$ cat src/rtl/adcro_pkg.sv
package adcro_pkg;

  typedef enum logic [2:0] {
    ST_IDLE,
    ST_POST,
    ST_LOAD,
    ST_SCAN,
    ST_SEND
  } roState_t;

  // strobes from control to datapath
  typedef struct packed {
    logic storeEn;  // buffer may be written
    logic loadRd;   // set read pointer to window start
    logic advRd;    // step read pointer
    logic clrHit;   // clear window hit accumulator
    logic accHit;   // fold current entry's hit mark in
    logic emit;     // present current entry as output word
    logic last;     // this word closes the window
  } ctrlStrobe_t;

endpackage

$ cat src/rtl/adcro_datapath.sv
module adcro_datapath
  import adcro_pkg::*;
#(
  parameter int SAMPLE_W   = 12,
  parameter int MAX_DEPTH  = 256,
  parameter int DS_MAX     = 16,
  parameter int BASE_SHIFT = 4,
  localparam int AW      = $clog2(MAX_DEPTH),
  localparam int DSW     = $clog2(DS_MAX + 1),
  localparam int STORE_W = SAMPLE_W + $clog2(DS_MAX)
) (
  input  logic                      clk,
  input  logic                      rstN,
  input  logic                      sampleValid,
  input  logic [SAMPLE_W-1:0]       sampleIn,
  input  logic [AW:0]               cfgDepth,
  input  logic [AW:0]               cfgReadLen,
  input  logic [DSW-1:0]            cfgDownsample,
  input  logic signed [SAMPLE_W:0]  cfgThreshold,
  input  ctrlStrobe_t               strobe,
  output logic                      groupDone,
  output logic                      hitNow,
  output logic                      trigReq,
  output logic                      outValid,
  output logic                      outLast,
  output logic [STORE_W-1:0]        outData
);

  localparam int ACC_W = SAMPLE_W + BASE_SHIFT;

  // ---------------- baseline and threshold ----------------
  logic [ACC_W-1:0]             baseAcc;
  logic                         seeded;
  logic                         overPrev;
  logic [SAMPLE_W-1:0]          baseline;
  logic signed [SAMPLE_W+1:0]   deviation;
  logic signed [SAMPLE_W+1:0]   thrExt;
  logic                         isOver;

  assign baseline  = baseAcc[ACC_W-1 -: SAMPLE_W];
  assign deviation = $signed({2'b00, sampleIn}) - $signed({2'b00, baseline});
  assign thrExt    = {cfgThreshold[SAMPLE_W], cfgThreshold};
  assign isOver    = seeded && (cfgThreshold[SAMPLE_W] ? (deviation < thrExt)
                                                       : (deviation > thrExt));

  always_ff @(posedge clk) begin
    if (!rstN) begin
      baseAcc  <= '0;
      seeded   <= 1'b0;
      overPrev <= 1'b0;
      trigReq  <= 1'b0;
    end else begin
      trigReq <= sampleValid && isOver && !overPrev;
      if (sampleValid) begin
        overPrev <= isOver;
        if (!seeded) begin
          baseAcc <= ACC_W'(sampleIn) << BASE_SHIFT;
          seeded  <= 1'b1;
        end else if (!isOver) begin
          baseAcc <= baseAcc - (baseAcc >> BASE_SHIFT) + ACC_W'(sampleIn);
        end
      end
    end
  end

  // ---------------- downsampling ----------------
  logic [DSW-1:0]     dsCnt;
  logic [STORE_W-1:0] dsSum;
  logic               dsHit;
  logic               dsLast;
  logic [STORE_W-1:0] groupSum;
  logic               groupHit;

  assign dsLast    = ({1'b0, dsCnt} + 1'b1) >= {1'b0, cfgDownsample};
  assign groupSum  = dsSum + STORE_W'(sampleIn);
  assign groupHit  = dsHit | isOver;
  assign groupDone = sampleValid && dsLast && strobe.storeEn;

  always_ff @(posedge clk) begin
    if (!rstN) begin
      dsCnt <= '0;
      dsSum <= '0;
      dsHit <= 1'b0;
    end else if (sampleValid) begin
      if (dsLast) begin
        dsCnt <= '0;
        dsSum <= '0;
        dsHit <= 1'b0;
      end else begin
        dsCnt <= dsCnt + 1'b1;
        dsSum <= groupSum;
        dsHit <= groupHit;
      end
    end
  end

  // ---------------- circular buffer ----------------
  logic [STORE_W:0] mem [MAX_DEPTH];
  logic [AW-1:0]    wrPtr, rdPtr, wrNext, rdNext, startPtr;
  logic [AW:0]      startWide;
  logic [STORE_W:0] rdWord;
  logic             hitAcc;

  assign wrNext    = (({1'b0, wrPtr} + 1'b1) == cfgDepth) ? '0 : wrPtr + 1'b1;
  assign rdNext    = (({1'b0, rdPtr} + 1'b1) == cfgDepth) ? '0 : rdPtr + 1'b1;
  assign startWide = ({1'b0, wrPtr} >= cfgReadLen) ? {1'b0, wrPtr} - cfgReadLen
                                                   : {1'b0, wrPtr} + cfgDepth - cfgReadLen;
  assign startPtr  = startWide[AW-1:0];
  assign rdWord    = mem[rdPtr];
  assign hitNow    = hitAcc | rdWord[STORE_W];

  always_ff @(posedge clk) begin
    if (groupDone) mem[wrPtr] <= {groupHit, groupSum};
  end

  always_ff @(posedge clk) begin
    if (!rstN) begin
      wrPtr    <= '0;
      rdPtr    <= '0;
      hitAcc   <= 1'b0;
      outValid <= 1'b0;
      outLast  <= 1'b0;
      outData  <= '0;
    end else begin
      if (groupDone) wrPtr <= wrNext;
      if (strobe.loadRd)     rdPtr <= startPtr;
      else if (strobe.advRd) rdPtr <= rdNext;
      if (strobe.clrHit)      hitAcc <= 1'b0;
      else if (strobe.accHit) hitAcc <= hitNow;
      outValid <= strobe.emit;
      outLast  <= strobe.emit && strobe.last;
      outData  <= strobe.emit ? rdWord[STORE_W-1:0] : '0;
    end
  end

  // ---------------- assertions ----------------
  assert_trig_single_R3: assert property (@(posedge clk) disable iff (!rstN)
    trigReq |=> !trigReq);

  // an over sample never moves the baseline
  assert_base_hold_R1: assert property (@(posedge clk) disable iff (!rstN)
    (sampleValid && isOver) |=> $stable(baseAcc));

  assert_ptr_range_R5: assert property (@(posedge clk) disable iff (!rstN)
    (cfgDepth != '0) |-> ({1'b0, wrPtr} < cfgDepth));

  // words only leave for a window whose scan found a hit
  assert_emit_hit_R7: assert property (@(posedge clk) disable iff (!rstN)
    strobe.emit |-> hitAcc);

  assert_burst_R8: assert property (@(posedge clk) disable iff (!rstN)
    (outValid && !outLast) |=> outValid);

  assert_frozen_R9: assert property (@(posedge clk) disable iff (!rstN)
    (strobe.accHit || strobe.emit) |=> $stable(wrPtr));

endmodule

$ cat src/rtl/adcro_ctrl.sv
module adcro_ctrl
  import adcro_pkg::*;
#(
  parameter int MAX_DEPTH = 256,
  localparam int AW = $clog2(MAX_DEPTH)
) (
  input  logic        clk,
  input  logic        rstN,
  input  logic        readTrig,
  input  logic [AW:0] cfgReadLen,
  input  logic [AW:0] cfgPostLen,
  input  logic        groupDone,
  input  logic        hitNow,
  output ctrlStrobe_t strobe
);

  roState_t    state, stateNxt;
  logic [AW:0] postCnt, postCntNxt;
  logic [AW:0] cnt, cntNxt;
  logic        cntEnd;

  assign cntEnd = (cnt + 1'b1) == cfgReadLen;

  always_comb begin
    stateNxt   = state;
    postCntNxt = postCnt;
    cntNxt     = cnt;
    strobe     = '0;
    unique case (state)
      ST_IDLE: begin
        strobe.storeEn = 1'b1;
        if (readTrig) begin
          postCntNxt = '0;
          stateNxt   = (cfgPostLen == '0) ? ST_LOAD : ST_POST;
        end
      end
      ST_POST: begin
        strobe.storeEn = 1'b1;
        if (groupDone) begin
          if ((postCnt + 1'b1) == cfgPostLen) stateNxt = ST_LOAD;
          else postCntNxt = postCnt + 1'b1;
        end
      end
      ST_LOAD: begin
        strobe.loadRd = 1'b1;
        strobe.clrHit = 1'b1;
        cntNxt        = '0;
        stateNxt      = ST_SCAN;
      end
      ST_SCAN: begin
        strobe.accHit = 1'b1;
        strobe.advRd  = 1'b1;
        if (cntEnd) begin
          cntNxt = '0;
          if (hitNow) begin
            strobe.loadRd = 1'b1;
            stateNxt      = ST_SEND;
          end else begin
            stateNxt = ST_IDLE;
          end
        end else begin
          cntNxt = cnt + 1'b1;
        end
      end
      ST_SEND: begin
        strobe.emit  = 1'b1;
        strobe.advRd = 1'b1;
        strobe.last  = cntEnd;
        if (cntEnd) stateNxt = ST_IDLE;
        else cntNxt = cnt + 1'b1;
      end
      default: stateNxt = ST_IDLE;
    endcase
  end

  always_ff @(posedge clk) begin
    if (!rstN) begin
      state   <= ST_IDLE;
      postCnt <= '0;
      cnt     <= '0;
    end else begin
      state   <= stateNxt;
      postCnt <= postCntNxt;
      cnt     <= cntNxt;
    end
  end

  assert_post_bound_R6: assert property (@(posedge clk) disable iff (!rstN)
    (state == ST_POST) |-> (postCnt < cfgPostLen));

  // once sending, only finishing the window leaves the send state
  assert_send_exit_R9: assert property (@(posedge clk) disable iff (!rstN)
    (state == ST_SEND) |=> (state == ST_SEND || state == ST_IDLE));

  assert_scan_exit_R7: assert property (@(posedge clk) disable iff (!rstN)
    (state == ST_SCAN) |=> (state inside {ST_SCAN, ST_SEND, ST_IDLE}));

endmodule

$ cat src/rtl/adc_window_readout.sv
module adc_window_readout
  import adcro_pkg::*;
#(
  parameter int SAMPLE_W   = 12,
  parameter int MAX_DEPTH  = 256,
  parameter int DS_MAX     = 16,
  parameter int BASE_SHIFT = 4,
  localparam int AW      = $clog2(MAX_DEPTH),
  localparam int DSW     = $clog2(DS_MAX + 1),
  localparam int STORE_W = SAMPLE_W + $clog2(DS_MAX)
) (
  input  logic                     clk,
  input  logic                     rstN,
  input  logic                     sampleValid,
  input  logic [SAMPLE_W-1:0]      sampleIn,
  input  logic [AW:0]              cfgDepth,
  input  logic [AW:0]              cfgReadLen,
  input  logic [AW:0]              cfgPostLen,
  input  logic [DSW-1:0]           cfgDownsample,
  input  logic signed [SAMPLE_W:0] cfgThreshold,
  input  logic                     readTrig,
  output logic                     trigReq,
  output logic                     outValid,
  output logic                     outLast,
  output logic [STORE_W-1:0]       outData
);

  ctrlStrobe_t strobe;
  logic        groupDone;
  logic        hitNow;

  adcro_ctrl #(.MAX_DEPTH(MAX_DEPTH)) uCtrl (
    .clk        (clk),
    .rstN       (rstN),
    .readTrig   (readTrig),
    .cfgReadLen (cfgReadLen),
    .cfgPostLen (cfgPostLen),
    .groupDone  (groupDone),
    .hitNow     (hitNow),
    .strobe     (strobe)
  );

  adcro_datapath #(
    .SAMPLE_W   (SAMPLE_W),
    .MAX_DEPTH  (MAX_DEPTH),
    .DS_MAX     (DS_MAX),
    .BASE_SHIFT (BASE_SHIFT)
  ) uData (
    .clk           (clk),
    .rstN          (rstN),
    .sampleValid   (sampleValid),
    .sampleIn      (sampleIn),
    .cfgDepth      (cfgDepth),
    .cfgReadLen    (cfgReadLen),
    .cfgDownsample (cfgDownsample),
    .cfgThreshold  (cfgThreshold),
    .strobe        (strobe),
    .groupDone     (groupDone),
    .hitNow        (hitNow),
    .trigReq       (trigReq),
    .outValid      (outValid),
    .outLast       (outLast),
    .outData       (outData)
  );

endmodule

$ cat config.mk
export PLATFORM = sky130hd
export DESIGN_NAME = adc_window_readout
export DESIGN_NICKNAME = d
export VERILOG_FILES = /design/src/rtl/adcro_pkg.sv /design/src/rtl/adcro_datapath.sv /design/src/rtl/adcro_ctrl.sv /design/src/rtl/adc_window_readout.sv
export SDC_FILE = /design/constraint.sdc
export NUM_CORES = 2
export LEC_CHECK = 0
export BUFFER_PORTS_ARGS = -buffer_cell sky130_fd_sc_hd__buf_4
export CELL_PAD_IN_SITES_DETAIL_PLACEMENT = 0
export CELL_PAD_IN_SITES_GLOBAL_PLACEMENT = 2
export CORE_UTILIZATION = 50
export DETAILED_ROUTE_END_ITERATION = 8
export MAX_ROUTING_LAYER = met4
export PLACE_DENSITY_LB_ADDON = 0.25
export SYNTH_ARGS = -nofsm -noshare
export SYNTH_HDL_FRONTEND = slang
export SYNTH_MEMORY_MAX_BITS = 65536
export SYNTH_SLANG_ARGS = --single-unit
export TNS_END_PERCENT = 5
$ cat constraint.sdc
create_clock -name clk -period 22.6 [get_ports clk]
set_clock_uncertainty 0.2 [all_clocks]
set_input_delay 2.26 -clock clk [delete_from_list [all_inputs] [get_ports clk]]
set_output_delay 2.26 -clock clk [all_outputs]
set_load 0.01 [all_outputs]
* After elaboration in Yosys (flattened, before gate mapping)
Memories as Yosys holds them, arrays and structs flattened. A register that Yosys moved wholly into a read port is not among the register bits. Cells that the tools add are included.
Word-level totals: flip-flop bits (word level) 97, bits in writable memories 4352, output and inout port bits 19, memories 1
Operators by class: add/sub/neg operators 15, order comparisons 4, eq/ne operators 16, muxes and demuxes 38, bitwise operators 3, reductions and logical operators 20
Memory list:
- uData.mem | depth 256, bits a word 17, rd ports 1, clocked after Yosys merged registers in 1, write ports 1, RTL line adcro_datapath.sv:98 | logic [STORE_W:0] mem [MAX_DEPTH];
Operators with widths (count):
- $mux 8 | 7
- $mux 16 | 3
- $mux 9 | 5
- $eq 9x9->1 | 4
- $add 16x12->16 | 2
- $pmux 9 s3 | 1
- $add 8x1->9 const B | 2
- $add 9x1->9 const B | 2
- $mux 3 | 6
- $pmux 9 s2 | 1
- $add 8x1->8 const B | 2
- $sub 16x12->16 | 1
- $sub 8x8->8 | 2
- $pmux 3 s5 | 1
- $gt 13x13->1 | 1
- $lt 13x13->1 | 1
- $sub 12x12->13 | 1
- $mux 1 | 10
- $ne 2x2->1 const B | 5
- $ge 8x9->1 | 1
- $logic_not 9->1 | 1
- $add 8x8->8 | 1
- $add 5x1->6 const B | 1
- $eq 3x2->1 const B | 2
- 19 further kinds | 33

* Logic depth before layout (Yosys ltp)
depth after elaboration 7, mapped depth 26, mapped depth without buffers 24

* Hierarchy
From an unflattened synthesis, not the netlist that was laid out.
Second synthesis, totals: cells, all modules 7835, area total of the unflattened synthesis 175170.5 sq um
By module, submodules not included:
- adcro_datapath | times used 1, cells each 7621, area an instance 173448.9 sq um
- adcro_ctrl | times used 1, cells each 214, area an instance 1721.7 sq um

* Worst setup path before layout
Ideal clock, no wire load.
kind input -> register, from input sampleIn[0], to memory uData.mem[0][16] (netlist name) (data pin), setup time 2188 ps, arrival 15304 ps, required time 20212 ps, slack 4908 ps, cell stages on the path 22, cell sequence inv_1 -> ha_1 -> fa_1 -> nor2b_1 -> o21ai_0 -> a21boi_0 -> o21ai_0 -> nand2b_1 -> a21o_1 -> a21o_1 -> a21o_1 -> a21oi_1 -> o21a_1 -> ha_1 -> inv_1 -> a2111oi_0 -> nand3_1 -> nor2b_1 -> a221o_1 -> a21oi_1 -> mux2i_1 -> o21ai_0
On the way: cells in the longest elaborated chain, start to end 5, elaborated cells between the ends (all ways) 6, those cells by class add/sub (1); order compare (2); mux (1); bitwise (1); reduce/logical (1)
RTL lines:
- from (decl) | RTL line adc_window_readout.sv:15 | input logic [SAMPLE_W-1:0] sampleIn,
- $sub 12x12->13 (*) | RTL line adcro_datapath.sv:41 | assign deviation = $signed({2'b00, sampleIn}) - $signed({2'b00, baseline});
- $gt 13x13->1 or $lt 13x13->1 (tied branches) | RTL line adcro_datapath.sv:44, adcro_datapath.sv:43
- $mux 1 (*) | RTL line adcro_datapath.sv:43 | assign isOver = seeded && (cfgThreshold[SAMPLE_W] ? (deviation < thrExt)
- $logic_and 1x1->1 (*) | RTL line adcro_datapath.sv:43
- $or 1x1->1 (*) | RTL line adcro_datapath.sv:76 | assign groupHit = dsHit | isOver;
- net uData.groupHit | RTL line adcro_datapath.sv:72 | logic groupHit;
- to (decl) | RTL line adcro_datapath.sv:98
Mark *: on every way through the listed nets, which the timed path passes. The rest lies on a longest branch.

* Worst setup path in the final report
from input sampleIn[1], to memory uData.mem[64][16] (netlist name) (data pin)
The elaborated chain is that of the path after synthesis.

==> flow_summary.yaml <==
pwr:
  p_total_uw: 18500
  ir_worst_vdd_mv: 0.0692
  power.density_mw_per_mm2: 93.9
  swShare: 0.235
  power.switching_uw: 4340
  p_clk_frac: 0.390
  combPwrFrac: 0.092
  seq_power_share: 0.518
  power.internal_uw: 14100
  p_leak_uw: 0.0579
sta:
  worst_pin_slew_ns: 1.39
  fin_hold_ws_ns: 0.241
  rsz0062_at_grt: "no"
  setup_tns_ns: 0
  max_freq_mhz: 132
  drv_slew: 0
  hold_viol: 0
  period_share: 0.335
  period_minus_slack_ns: 7.57
  setup_viol: 0
  slew_headroom: 0.0749
final_layout:
  final_area_mm2: 0.197
  finalNetCount: 8253
  areaGrowthSynthToFinish_pct: 12.6
  fill_cells: 25100
  drive_gt1_frac: 0.310
yosys:
  synth_fp_nets: 7793
  synth_enable_flop_cells: 4352
  yosysWarnings: 0
  synth_top_area_frac: 0.749
  netlist_area_mm2: 0.175
  async_flop_share: 0
  synth_common_cells: "4352 x edfxtp_1, 1419 x mux4_2, 371 x nor2_1"
  synth_top_cell_by_area: "edfxtp_1"
  synth_seq_area_share: 0.761
  synth.area.top_cells: "edfxtp_1 75%, mux4_2 18%, dfxtp_1 1.2%, nor2_1 0.80%, ha_1 0.58%"
  synth_seq_cells: 4457
  synthFlopType: "edfxtp_1"
  syn-mean-instance-area_um2: 22.9
  syn_inst: 7629
  yosys.cell_count.top_type: "edfxtp_1"
  synth_cell_types: 63
min_path:
  min_path_type: "flop to flop"
  min_path_cells: 1
  worstHoldStart: "uData.overPrev"
detailed_routing:
  drt-initial-drc-count: 10200
  detail-route-antenna-nets: 0
  wirelength_um: 455000
  vias: 82900
  viasPerCell: 6.35
  wl_per_cell_um: 34.9
  first_pass_iters: 5
  drc_errors: 0
clocking:
  clockBufferDepth: 4
  cts.sinks: 4457
  cts_buffers: 450
  clock_latency_ns: 1.01
  cts_tree: "built"
  cts_root_buffer: "clkbuf_16"
  cts_resized: 0
  clkTransAtPathRegs_ns: 0.06
  post_cts_buffers: 0
  ctsHoldBuffers: 0
  htree_levels: 5
critical_path:
  rr_worst_depth: 10
  critical_path_required_ns: 23.05
  crit_path_end_kind: "flop"
  cp_max_fo: 93
  cp-startpoint: "sampleIn[1]"
  worstSetupPathType: "primary input to flop"
  start_kind: "primary input"
  crit_arrival_ns: 8.02
place:
  placed_cell_area_mm2: 0.182
  gp_congestion: 0.817
  io_buffers: 79
  hpwlAfterDp_um: 271000
floorplanning:
  coreArea_mm2: 0.347
  die_width_um: 593
  die_height_um: 593
  dieArea_mm2: 0.351
  initial_core_util: 0.503
  rows: 216
  io_pins: 80
job:
  cap_violations: 0
global_routing:
  antenna_found_initial: 33
  grt_max_degree: 186
  grt_pass1_vias: 82600
  gr-total-overflow: 0
  grtUsageTotal: 0.269
  grt_first_pass_wirelength_um: 643000
run_status:
  status: "finished clean"
[critical path: stages]
cell,delay [ns]
buf_4,0.13
ha_1,0.27
nor2b_1,0.13
o21ai_0,0.23
a21boi_0,0.16
o21ai_0,0.24
a21boi_0,0.17
o21a_1,0.20
nor2_1,0.16
a2bb2oi_1,0.23
a21oi_1,0.11
xor2_1,0.15
ha_1,0.32
a2111oi_0,0.59
nand3_1,0.19
nor2b_1,0.15
a221o_1,0.14
a21oi_1,0.06
mux2i_1,0.15
buf_4,0.18
o21ai_4,0.11
buf_4,0.64
buf_4,0.84
[registers in the layout, summed over array words and instances (netlist names), named ones only]
| register | flops |
|---|---|
| uData.mem | 4352 |
| uData.baseAcc | 16 |
| uData.dsSum | 16 |
| uData.outData | 16 |
| uCtrl.cnt | 9 |
| uCtrl.postCnt | 9 |
| uData.rdPtr | 8 |
| uData.wrPtr | 8 |
| uData.dsCnt | 5 |
| uCtrl.state | 3 |
| uData.dsHit | 1 |
| uData.hitAcc | 1 |
| uData.outLast | 1 |
| uData.outValid | 1 |
| uData.overPrev | 1 |
| uData.seeded | 1 |
| uData.trigReq | 1 |
[metrics by stage]
| stage | worst slack, ns | util | std cells |
|---|---|---|---|
| after floorplan | 4.91 | - | 7629 |
| after global placement | 13.82 | 0.526 | 12200 |
| after detailed placement | 14.05 | 0.526 | 12200 |
| after CTS | 15.06 | 0.567 | 13000 |
| after global routing | 14.37 | 0.567 | 13000 |
| final | 15.03 | 0.567 | 13000 |
[placed cells by master (no fill, tap or decap), types with 11 or more instances in the layout]
| cell | count |
|---|---|
| edfxtp_1 | 4352 |
| clkbuf_16 | 454 |
| and2_1 | 25 |
| xor2_1 | 36 |
| nand3_1 | 54 |
| buf_4 | 391 |
| ha_1 | 80 |
| clkinvlp_4 | 18 |
| nor2_1 | 257 |
| o21ai_0 | 62 |
| and3_1 | 11 |
| a22oi_1 | 27 |
| o21a_1 | 11 |
| nor3b_1 | 12 |
| diode_2 | 21 |
| clkinv_1 | 92 |
| clkbuf_1 | 91 |
| nand2_1 | 99 |
| xnor2_1 | 52 |
| mux4_2 | 1419 |
| clkinv_2 | 89 |
| a211oi_1 | 16 |
| buf_12 | 14 |
| nor3_1 | 35 |
| a21oi_1 | 84 |
| or3_1 | 12 |
| bufinv_16 | 31 |
| fa_1 | 22 |
| nor2_2 | 112 |
| mux2i_1 | 29 |
| a21o_1 | 14 |
| dfxtp_1 | 98 |
| nor2b_1 | 23 |
| nand4_1 | 13 |
| inv_1 | 129 |
[routing by layer]
| metal | wire (um) | share of wire | GRT usage |
|---|---|---|---|
| met1 | 188000 | 0.41 | 0.383 |
| met5 | 0 | 0 | - |
| met2 | 220000 | 0.48 | 0.415 |
| met4 | 11600 | 0.026 | 0.0647 |
| met3 | 36300 | 0.080 | 0.0426 |
[power groups by stage]
stage	logic [uW]	registers, uW	clock network [uW]
2_1_floorplan	992	9950	0
3_3_place_gp	1670	9740	0
3_5_place_dp	1720	9740	0
4_1_cts	1720	9560	7290
5_1_grt	1810	9560	7590
6_report	1700	9570	7190
[final cells by class]
class	instances	area, um2	share of cell area
Clock inverter	258	2330	0.0118
Tap cell	4578	5730	0.0291
Inverter	134	520	0.00265
Clock buffer	552	11800	0.0600
Sequential cell	4457	133000	0.676
Timing Repair Buffer	406	3230	0.0164
Antenna cell	21	52.6	0.000267
Multi-Input combinational cell	2640	40000	0.204
[logic make-up (layout without fill, tap and decap cells)]
kind of cell,Yosys count,in the layout,share of synthesized area
buffers and inverters,532,1350,0.0126
other,0,21,0
muxes,1456,1456,0.185
adders and majority gates,103,103,0.00833
DFF,4457,4457,0.761
xor gates and xnor gates,100,100,0.00502
and+or+nand+nor,698,698,0.0178
AOI/OAI and AO/OA,283,283,0.0103
[final timing paths]
path / endpoint / slack (ns)
setup / recovery: uData.mem[64][16] / 15.03
hold / removal: uData.trigReq / 0.24
setup reg to reg: uData.outData[3] / 15.61
hold reg to reg: uData.trigReq / 0.24
(Power assumes the default switching activity.)
